<file path="src/rtl/lsag_pkg.sv">
package lsag_pkg;
   localparam int INSTR_W    = 32;
   localparam int BIT_REGOFF = 25;
   localparam int BIT_PRE    = 24;
   localparam int BIT_UP     = 23;
   localparam int BIT_WBREQ  = 21;
   localparam int BASE_LSB   = 16;
   localparam int BASE_IDX_W = 4;
   localparam int AMT_LSB    = 7;
   localparam int KIND_LSB   = 5;
   localparam int IMM_W      = 12;

   typedef enum logic [1:0] {
      SHK_LSL = 2'b00,
      SHK_LSR = 2'b01,
      SHK_ASR = 2'b10,
      SHK_ROR = 2'b11
   } shift_kind_e;

   typedef struct packed {
      logic                  reg_off;
      logic                  pre;
      logic                  up;
      logic                  wb_req;
      logic [BASE_IDX_W-1:0] base_idx;
      logic [4:0]            amt;
      shift_kind_e           kind;
      logic [IMM_W-1:0]      imm;
   } ls_fields_t;

   function automatic ls_fields_t ls_decode(input logic [INSTR_W-1:0] w);
      ls_fields_t f;
      f.reg_off  = w[BIT_REGOFF];
      f.pre      = w[BIT_PRE];
      f.up       = w[BIT_UP];
      f.wb_req   = w[BIT_WBREQ];
      f.base_idx = w[BASE_LSB +: BASE_IDX_W];
      f.amt      = w[AMT_LSB +: 5];
      f.kind     = shift_kind_e'(w[KIND_LSB +: 2]);
      f.imm      = w[IMM_W-1:0];
      return f;
   endfunction
endpackage

</file>
<file path="src/rtl/lsag_shifter.sv">
module lsag_shifter
   import lsag_pkg::*;
#(
   parameter int DATA_W    = 32,
   parameter int SHAMT_W   = 5,
   parameter bit LOG_STAGE = 1'b1
) (
   input  logic [DATA_W-1:0]  rm,
   input  logic [SHAMT_W-1:0] amt,
   input  shift_kind_e        kind,
   input  logic               carry,
   output logic [DATA_W-1:0]  result
);
   localparam int DBL_W = 2 * DATA_W;

   logic              amt_zero;
   logic [DATA_W-1:0] shifted;

   assign amt_zero = (amt == '0);

   if (LOG_STAGE) begin : g_log
      logic [DATA_W-1:0] rm_rev, src, out_rev;
      logic              fill, rot, left;

      assign left = (kind == SHK_LSL);
      assign rot  = (kind == SHK_ROR);
      assign fill = (kind == SHK_ASR) ? rm[DATA_W-1] : 1'b0;

      for (genvar b = 0; b < DATA_W; b++) begin : g_rev_in
         assign rm_rev[b] = rm[DATA_W-1-b];
      end
      assign src = left ? rm_rev : rm;

      for (genvar k = 0; k < SHAMT_W; k++) begin : g_stage
         localparam int S = 1 << k;
         logic [DATA_W-1:0] prev, res;
         logic [S-1:0]      hi;
         if (k == 0) begin : g_first
            assign prev = src;
         end else begin : g_next
            assign prev = g_stage[k-1].res;
         end
         assign hi  = rot ? prev[S-1:0] : {S{fill}};
         assign res = amt[k] ? {hi, prev[DATA_W-1:S]} : prev;
      end

      for (genvar b = 0; b < DATA_W; b++) begin : g_rev_out
         assign out_rev[b] = g_stage[SHAMT_W-1].res[DATA_W-1-b];
      end
      assign shifted = left ? out_rev : g_stage[SHAMT_W-1].res;
   end else begin : g_op
      logic [DBL_W-1:0] dbl;
      assign dbl = {rm, rm} >> amt;
      always_comb begin
         unique case (kind)
            SHK_LSL: shifted = rm << amt;
            SHK_LSR: shifted = rm >> amt;
            SHK_ASR: shifted = $unsigned($signed(rm) >>> amt);
            default: shifted = dbl[DATA_W-1:0];
         endcase
      end
   end

   always_comb begin
      result = shifted;
      if (amt_zero) begin
         unique case (kind)
            SHK_LSR: result = '0;
            SHK_ASR: result = {DATA_W{rm[DATA_W-1]}};
            SHK_ROR: result = {carry, rm[DATA_W-1:1]};
            default: result = rm;
         endcase
      end
   end
endmodule

</file>
<file path="src/rtl/lsag_offset_sel.sv">
module lsag_offset_sel
   import lsag_pkg::*;
#(
   parameter int DATA_W = 32
) (
   input  logic              reg_off,
   input  logic [IMM_W-1:0]  imm,
   input  logic [DATA_W-1:0] shifted,
   output logic [DATA_W-1:0] offset
);
   localparam int PAD_W = DATA_W - IMM_W;

   logic [DATA_W-1:0] imm_ext;
   assign imm_ext = {{PAD_W{1'b0}}, imm};
   assign offset  = reg_off ? shifted : imm_ext;
endmodule

</file>
<file path="src/rtl/lsag_index_unit.sv">
module lsag_index_unit #(
   parameter int DATA_W = 32
) (
   input  logic [DATA_W-1:0] base,
   input  logic [DATA_W-1:0] offset,
   input  logic              pre,
   input  logic              up,
   input  logic              wb_req,
   output logic [DATA_W-1:0] addr,
   output logic              wb_en,
   output logic [DATA_W-1:0] wb_data
);
   logic [DATA_W-1:0] moved;

   assign moved   = up ? (base + offset) : (base - offset);
   assign addr    = pre ? moved : base;
   assign wb_en   = ~pre | wb_req;
   assign wb_data = moved;
endmodule

</file>
<file path="src/rtl/lsag_top.sv">
module lsag_top
   import lsag_pkg::*;
#(
   parameter int DATA_W      = 32,
   parameter int SHAMT_W     = 5,
   parameter int PC_OFFSET   = 8,
   parameter int PC_BASE_IDX = 15,
   parameter bit LOG_STAGE   = 1'b1,
   parameter bit REG_OUT     = 1'b1
) (
   input  logic              clk,
   input  logic              rst_n,
   input  logic              in_valid,
   input  logic [31:0]       instr,
   input  logic [DATA_W-1:0] rn_val,
   input  logic [DATA_W-1:0] rm_val,
   input  logic              carry_in,
   input  logic [DATA_W-1:0] pc_in,
   output logic              out_valid,
   output logic [DATA_W-1:0] acc_addr,
   output logic              wb_en,
   output logic [DATA_W-1:0] wb_data
);
   localparam logic [DATA_W-1:0]     PC_ADJ  = DATA_W'(PC_OFFSET);
   localparam logic [BASE_IDX_W-1:0] PC_CODE = BASE_IDX_W'(PC_BASE_IDX);

   if ((1 << SHAMT_W) > DATA_W) begin : g_bad_shamt
      $error("lsag_top: SHAMT_W too wide for DATA_W");
   end
   if (DATA_W <= IMM_W) begin : g_bad_width
      $error("lsag_top: DATA_W must exceed the immediate width");
   end
   if (SHAMT_W != 5) begin : g_bad_field
      $error("lsag_top: shift amount field is five bits");
   end

   ls_fields_t        fld;
   logic [DATA_W-1:0] base_eff;
   logic [DATA_W-1:0] shifted;
   logic [DATA_W-1:0] c_offset;
   logic [DATA_W-1:0] c_addr;
   logic              c_wb_en;
   logic [DATA_W-1:0] c_wb_data;

   assign fld      = ls_decode(instr);
   assign base_eff = (fld.base_idx == PC_CODE) ? (pc_in + PC_ADJ) : rn_val;

   lsag_shifter #(
      .DATA_W    (DATA_W),
      .SHAMT_W   (SHAMT_W),
      .LOG_STAGE (LOG_STAGE)
   ) shifter_i (
      .rm     (rm_val),
      .amt    (fld.amt),
      .kind   (fld.kind),
      .carry  (carry_in),
      .result (shifted)
   );

   lsag_offset_sel #(
      .DATA_W (DATA_W)
   ) offsel_i (
      .reg_off (fld.reg_off),
      .imm     (fld.imm),
      .shifted (shifted),
      .offset  (c_offset)
   );

   lsag_index_unit #(
      .DATA_W (DATA_W)
   ) index_i (
      .base    (base_eff),
      .offset  (c_offset),
      .pre     (fld.pre),
      .up      (fld.up),
      .wb_req  (fld.wb_req),
      .addr    (c_addr),
      .wb_en   (c_wb_en),
      .wb_data (c_wb_data)
   );

   if (REG_OUT) begin : g_reg
      always_ff @(posedge clk) begin
         if (!rst_n) begin
            out_valid <= 1'b0;
            wb_en     <= 1'b0;
            acc_addr  <= '0;
            wb_data   <= '0;
         end else begin
            out_valid <= in_valid;
            wb_en     <= in_valid & c_wb_en;
            if (in_valid) begin
               acc_addr <= c_addr;
               wb_data  <= c_wb_data;
            end
         end
      end
   end else begin : g_comb
      assign out_valid = in_valid;
      assign wb_en     = in_valid & c_wb_en;
      assign acc_addr  = c_addr;
      assign wb_data   = c_wb_data;
   end
endmodule

</file>
<file path="config.mk">
export PLATFORM = sky130hd
export DESIGN_NAME = lsag_top
export DESIGN_NICKNAME = d
export VERILOG_FILES = /design/src/rtl/lsag_pkg.sv /design/src/rtl/lsag_shifter.sv /design/src/rtl/lsag_offset_sel.sv /design/src/rtl/lsag_index_unit.sv /design/src/rtl/lsag_top.sv
export SDC_FILE = /design/constraint.sdc
export NUM_CORES = 1
export LEC_CHECK = 0
export ABC_AREA = 1
export BUFFER_PORTS_ARGS = -buffer_cell sky130_fd_sc_hd__buf_2
export CORE_UTILIZATION = 62
export CTS_CLUSTER_SIZE = 12
export DETAILED_ROUTE_END_ITERATION = 10
export HOLD_SLACK_MARGIN = 0.08
export PLACE_DENSITY = 0.95
export SYNTH_ARGS = -nofsm -noshare
export SYNTH_HDL_FRONTEND = slang
export SYNTH_SLANG_ARGS = --single-unit
export TNS_END_PERCENT = 1
</file>
<file path="constraint.sdc">
create_clock -name clk -period 13.95 [get_ports clk]
set_input_delay 2.79 -clock clk [delete_from_list [all_inputs] [get_ports clk]]
set_output_delay 2.79 -clock clk [all_outputs]
set_load 0.01 [all_outputs]
</file>
* Word level (Yosys, flattened, before mapping)
Cells that the tools add are included.
** Word-level totals
- Input bits :: 132
- Register bits after elaboration :: 66
- Output and inout port bits :: 66
- Logic and storage cells :: 35
** Cells by class
- Eq/ne operators :: 4
- Bitwise operators :: 3
- Reduce and logical (&&, ||, !) cells :: 2
- Add/subtract/negate cells :: 3
- Mux-type cells :: 19
** Operator list (count)
- 2-to-1 mux 32 bit :: 12
- one-hot mux 32 bit (3 select lines) :: 1
- adder 32 bit :: 1
- adder 32 x 4 -> 32 bit, second input constant :: 1
- subtractor 32 bit :: 1
- 2-to-1 mux 16 bit :: 1
- 2-to-1 mux 8 bit :: 1
- zero test 5 bit :: 1
- equality test 2 bit, second input constant :: 2
- equality test 4 bit, second input constant :: 1
- 2-to-1 mux 4 bit :: 1
- equality test 2 x 1 -> 1 bit, second input constant :: 1
- zero test 2 bit :: 1
- 2-to-1 mux 1 bit :: 2
- 2-to-1 mux 2 bit :: 1
- AND 1 bit :: 1
- inverter 1 bit :: 1
- bitwise OR 1 bit :: 1

* Depth between registers and ports, before layout
- Depth in word-level cells :: 18
- Depth in mapped cells :: 43
- Depth with buffers taken out :: 43

* Modules after synthesis
Synthesis repeated with hierarchy kept, for this count alone.
** Unflattened totals
- Cell total of the unflattened synthesis :: 2171
- Area, all modules :: 10970.5 µm²
** By module, submodules not included
- lsag_index_unit :: cells an instance 740, sequential area each 0.0 µm², area an instance 3726.1 µm², times used 1
- lsag_shifter :: cells an instance 806, sequential area each 0.0 µm², area an instance 3522.1 µm², times used 1
- lsag_top :: cells an instance 543, sequential area each 1321.3 µm², area an instance 3388.2 µm², times used 1
- lsag_offset_sel :: cells an instance 82, sequential area each 0.0 µm², area an instance 334.1 µm², times used 1

* Least setup slack after synthesis
No wires, ideal clock.
- Path type :: input -> register
- From :: input port instr[7]
- To :: register wb_data[28]
- Stages :: 35
- Required time :: 13834 ps
- Library setup time :: 116 ps
- Buffers on the path :: 2
- Path slack :: 6839 ps
- Arrival :: 6995 ps
- Cells stage by stage :: buf_2 inv_1 clkbuf_1 nand3_1 nand3_1 nand3_1 nand2_1 nand2_1 nand3_1 nand3_1 nand2_1 nand2_1 nand2_2 clkinv_1 nand3_4 inv_1 a21oi_1 xor2_1 inv_1 ha_1 nand2_1 inv_1 a21oi_1 o21ai_1 a21oi_1 o21bai_1 a21boi_1 o21ai_0 a21oi_1 o21ai_1 a21oi_1 xor2_1 nand2_1 o211ai_1 inv_1
** On the way
- Word-level cells in the longest chain between the ends :: 11
- Elaborated cells on any way between the ends :: 16
- Classes of those cells :: add/sub: 2; mux: 13; reduce/logical: 1
** Ends and longest elaborated chain
- start: declaration :: RTL line lsag_top.sv:14 : input logic [31:0] instr,
- 2-to-1 mux 32 bit :: RTL line lsag_shifter.sv:44 : assign res = amt[k] ? {hi, prev[DATA_W-1:S]} : prev;
- 2-to-1 mux 2 bit / 2-to-1 mux 32 bit (equally long branches) :: RTL line lsag_shifter.sv:43, lsag_shifter.sv:44
- 2-to-1 mux 32 bit / 2-to-1 mux 4 bit (equally long branches) :: RTL line lsag_shifter.sv:44, lsag_shifter.sv:43
- 2-to-1 mux 32 bit / 2-to-1 mux 8 bit (equally long branches) :: RTL line lsag_shifter.sv:44, lsag_shifter.sv:43
- 2-to-1 mux 32 bit / 2-to-1 mux 16 bit (equally long branches) :: RTL line lsag_shifter.sv:44, lsag_shifter.sv:43
- 2-to-1 mux 32 bit :: RTL line lsag_shifter.sv:44
- 2-to-1 mux 32 bit :: RTL line lsag_shifter.sv:50 : assign shifted = left ? out_rev : g_stage[SHAMT_W-1].res;
- 2-to-1 mux 32 bit :: RTL line lsag_shifter.sv:66 : if (amt_zero) begin
- 2-to-1 mux 32 bit (*) :: RTL line lsag_offset_sel.sv:15 : assign offset = reg_off ? shifted : imm_ext;
- subtractor 32 bit / adder 32 bit (equally long branches) :: RTL line lsag_index_unit.sv:15 : assign moved = up ? (base + offset) : (base - offset);
- 2-to-1 mux 32 bit (*) :: RTL line lsag_index_unit.sv:15
- end signal: assignment :: RTL line lsag_top.sv:94 : wb_data <= c_wb_data;
- end: declaration :: RTL line lsag_top.sv:22 : output logic [DATA_W-1:0] wb_data
Every way passes the cells marked *; elsewhere a longest branch is shown, timed or not.
A chain may end at the register's enable or synchronous reset.

* Worst setup path after layout
- From :: input port instr[10]
- To :: register acc_addr[30]
** On the way
- Word-level cells in the longest chain between the ends :: 9
- Elaborated cells on any way between the ends :: 11
- Classes of those cells :: add/sub: 2; mux: 8; reduce/logical: 1
** Ends and longest elaborated chain
- 2-to-1 mux 32 bit :: RTL line lsag_shifter.sv:44
- 2-to-1 mux 16 bit :: RTL line lsag_shifter.sv:43 : assign hi = rot ? prev[S-1:0] : {S{fill}};
- 2-to-1 mux 32 bit :: RTL line lsag_shifter.sv:44
- 2-to-1 mux 32 bit :: RTL line lsag_shifter.sv:50
- 2-to-1 mux 32 bit :: RTL line lsag_shifter.sv:66
- 2-to-1 mux 32 bit (*) :: RTL line lsag_offset_sel.sv:15
- subtractor 32 bit / adder 32 bit (equally long branches) :: RTL line lsag_index_unit.sv:15
- 2-to-1 mux 32 bit (*) :: RTL line lsag_index_unit.sv:15
- 2-to-1 mux 32 bit (*) :: RTL line lsag_index_unit.sv:16 : assign addr = pre ? moved : base;
- end signal: assignment :: RTL line lsag_top.sv:93 : acc_addr <= c_addr;
- end: declaration :: RTL line lsag_top.sv:20 : output logic [DATA_W-1:0] acc_addr,
Marked as above.

==> results.toml <==
[run_status]
outcome = "finished clean"

[drt]
drt-total-wl_mm = 38.8
drc = 0
drtIter0Drc = 2025
final_antenna_net_count = 0
num_vias = 13500
vias_per_cell = 6.20
dr.pass1.iters = 9
wl_per_cell_um = 17.9

[min_path]
hp-class = "reg -> reg"

[setup_path]
crit_required_ns = 14.20
cpMostUsedCell = "a21oi_1"
worstSetupPathType = "in -> reg"
cp_slowest_cell = "clkinv_1"
crit_fanout = 36
arrival_ns = 9.93
critPathLaunchType = "input port"
cp-end-kind = "register"
slowest_delay_ns = 0.97

[floorplanning]
io_pins = 198
die_x_um = 129
rows = 46
dieArea_mm2 = 0.0167
initial_core_util_pct = 63.3
coreArea_mm2 = 0.0158
die_height_um = 129

[placed_design]
io_buffers = 185
postPlaceCellArea_mm2 = 0.0108
gp_congestion = 1.04
dpl.hpwl_mm = 29.2
preCtsSetupSlack_ns = 4.46

[timing]
worstMarginPinSlew_ns = 1.31
skew_ns = 0
slew_headroom_pct = 12.8
period_share_pct = 69.4
setup_viol = 0
fin_setup_tns_ns = 0
fmaxAchievable_ghz = 0.103
worst_slack_ns = 4.27
rsz0062_at_grt = "false"
timing_hold_violations_final = 0
fin_crit_ns = 9.68
slew_violations = 0

[cts]
cts_buffers = 9
clkSinkCount = 66
clkTransAtPathRegs_ns = 0.06
clk_latency_ns = 0.34
htreeDepth = 3
cts_resized = 0
cts_tree = "done"
cts_setup_buffers = 0
clock_path_buffers = 2
hold_buffers = 0
clock-root-buffer = "clkbuf_16"

[run]
drv_cap = 0

[global_route]
antenna_found_initial = 0
grt_pass1_vias = 11800
grt_pass1_wl_mm = 60.0
grt_max_degree = 85
grt_usage_pct = 46.1
grt_remaining_overflow = 0

[pwr]
powerDensity_mw_per_mm2 = 90.4
peakVddDrop_uv = 86.2
power.leakage_nw = 5.96

[yosys]
synth-seq-cells = 66
postSynthAreaPerCell_um2 = 5.43
synth_seq_area_share_pct = 13.2
yosys.area.top_type_share_pct = 21.3
synthFlopType = "dfxtp_1"
synth_edf_count = 0
yosysUniqueCellTypes = 45
async_reset_ff_share_pct = 0
synth_top_cells_by_area = "nand2_1 21%, nand3_1 17%, dfxtp_1 13%, a21oi_1 6.5%, inv_1 6.1%"
syn_inst = 1847
synth_top_area_cell = "nand2_1"
syn_nets = 2011
mappedNetlistArea_mm2 = 0.0100
yosys_warnings = 0

[final_layout]
finalNetCount = 2114
design_area_mm2 = 0.0111
area_delta_synth_final_pct = 10.7
antenna_cells = 0
layout-drive-gt1-share_pct = 13.7
fill_cells = 1451
fin_util_pct = 70.1
-- through the flow --
step	std cells	power [mW]	hold WS [ns]
after detailed placement	2155	0.766	0.456
after global placement	2155	0.752	0.450
after CTS	2171	0.977	0.464
after global routing	2171	1.07	0.482
after floorplan	1847	0.612	0.490
final	2171	1.00	0.466
-- critical path, delay by kind of cell --
kind / cells / cell delay [ns]
fa+ha+maj: 1 / 0.33
buf+inv: 8 / 2.49
simple gates: 5 / 0.84
compound gates: 13 / 2.84
xor+xnor: 2 / 0.60
-- worst paths after layout --
check	startpoint	to	slack (ns)	depth (start not counted)
min reg2reg	acc_addr[17]	acc_addr[17]	0.47	2
max	instr[10]	acc_addr[30]	4.27	29
min	acc_addr[17]	acc_addr[17]	0.47	2
max reg2reg	acc_addr[7]	acc_addr[7]	12.99	2
-- cell usage after synthesis, types with 4 or more instances --
cell and n:
nand2_1 569, nand3_1 333, inv_1 162, a21oi_1 131
nor2_1 122, o21ai_0 81, dfxtp_1 66, clkbuf_1 52
o211ai_1 45, xor2_1 43, ha_1 31, xnor2_1 30
buf_2 25, nand2_2 16, a31oi_1 14, buf_1 14
nor3_1 11, o21ai_1 10, inv_2 9, buf_4 8
o21bai_1 8, clkinv_1 7, nand3_2 6, or2_2 6
nand4_1 5, nor4_1 5, a21o_1 4, nand2_4 4
o21a_1 4
-- routing by layer --
metal / vias to the layer above / track usage [%] / share of wire [%]
met1: 5941 / 58.9 / 39
met5: - / 0 / 0
met2: 1021 / 69.8 / 42
li1: 6296 / - / -
met3: 193 / 14.6 / 14
met4: 0 / 22.7 / 5.3
-- final cells by class --
class	count	area [um^2]	area share, %
multi-input combinational	1501	7570	68.2
sequential	66	1320	11.9
timing repair buffer	194	993	8.95
inverter	178	668	6.02
tap	216	270	2.44
clock buffer	10	229	2.06
clock inverter	6	42.5	0.383
-- kinds of logic (layout without fill, tap and decap cells) --
family | count (synthesis) | after routing | share of synthesized area, %
XOR/XNOR | 73 | 73 | 6.38
AO/OA/AOI/OAI | 306 | 306 | 17.4
flip-flops | 66 | 66 | 13.2
multiplexers | 3 | 3 | 0.337
AND/OR/NAND/NOR | 1087 | 1087 | 47.2
adder cells (fa/ha/maj) | 32 | 32 | 4.07
buffers and inverters | 280 | 388 | 11.4
-- layout by cell type, fill, tap and decap left out, types with 4 or more instances in the layout --
cell	netlist	final
nand2_1	569	569
nand3_1	333	333
buf_2	25	185
inv_1	162	162
a21oi_1	131	131
nor2_1	122	121
o21ai_0	81	81
dfxtp_1	66	66
o211ai_1	45	45
xor2_1	43	43
ha_1	31	31
xnor2_1	30	30
nand2_2	16	16
a31oi_1	14	14
nor3_1	11	11
o21ai_1	10	10
inv_2	9	9
clkbuf_16	0	9
buf_4	8	9
o21bai_1	8	8
clkinv_1	7	7
nand3_2	6	6
or2_2	6	6
nand4_1	5	5
nor4_1	5	5
nand2_4	4	4
nor2_4	3	4
a21o_1	4	4
o21a_1	4	4
-- sequential cells by signal, indices dropped and copies added (netlist names) --
name,flops
acc_addr,32
wb_data,32
out_valid,1
wb_en,1
-- report_power, final --
part	total, mW	internal (mW)	switching [mW]
sequential	0.228	0.214	0.0141
clock	0.209	0.120	0.0885
combinational	0.567	0.188	0.379
Note: power is estimated with default switching activity, not from simulation.
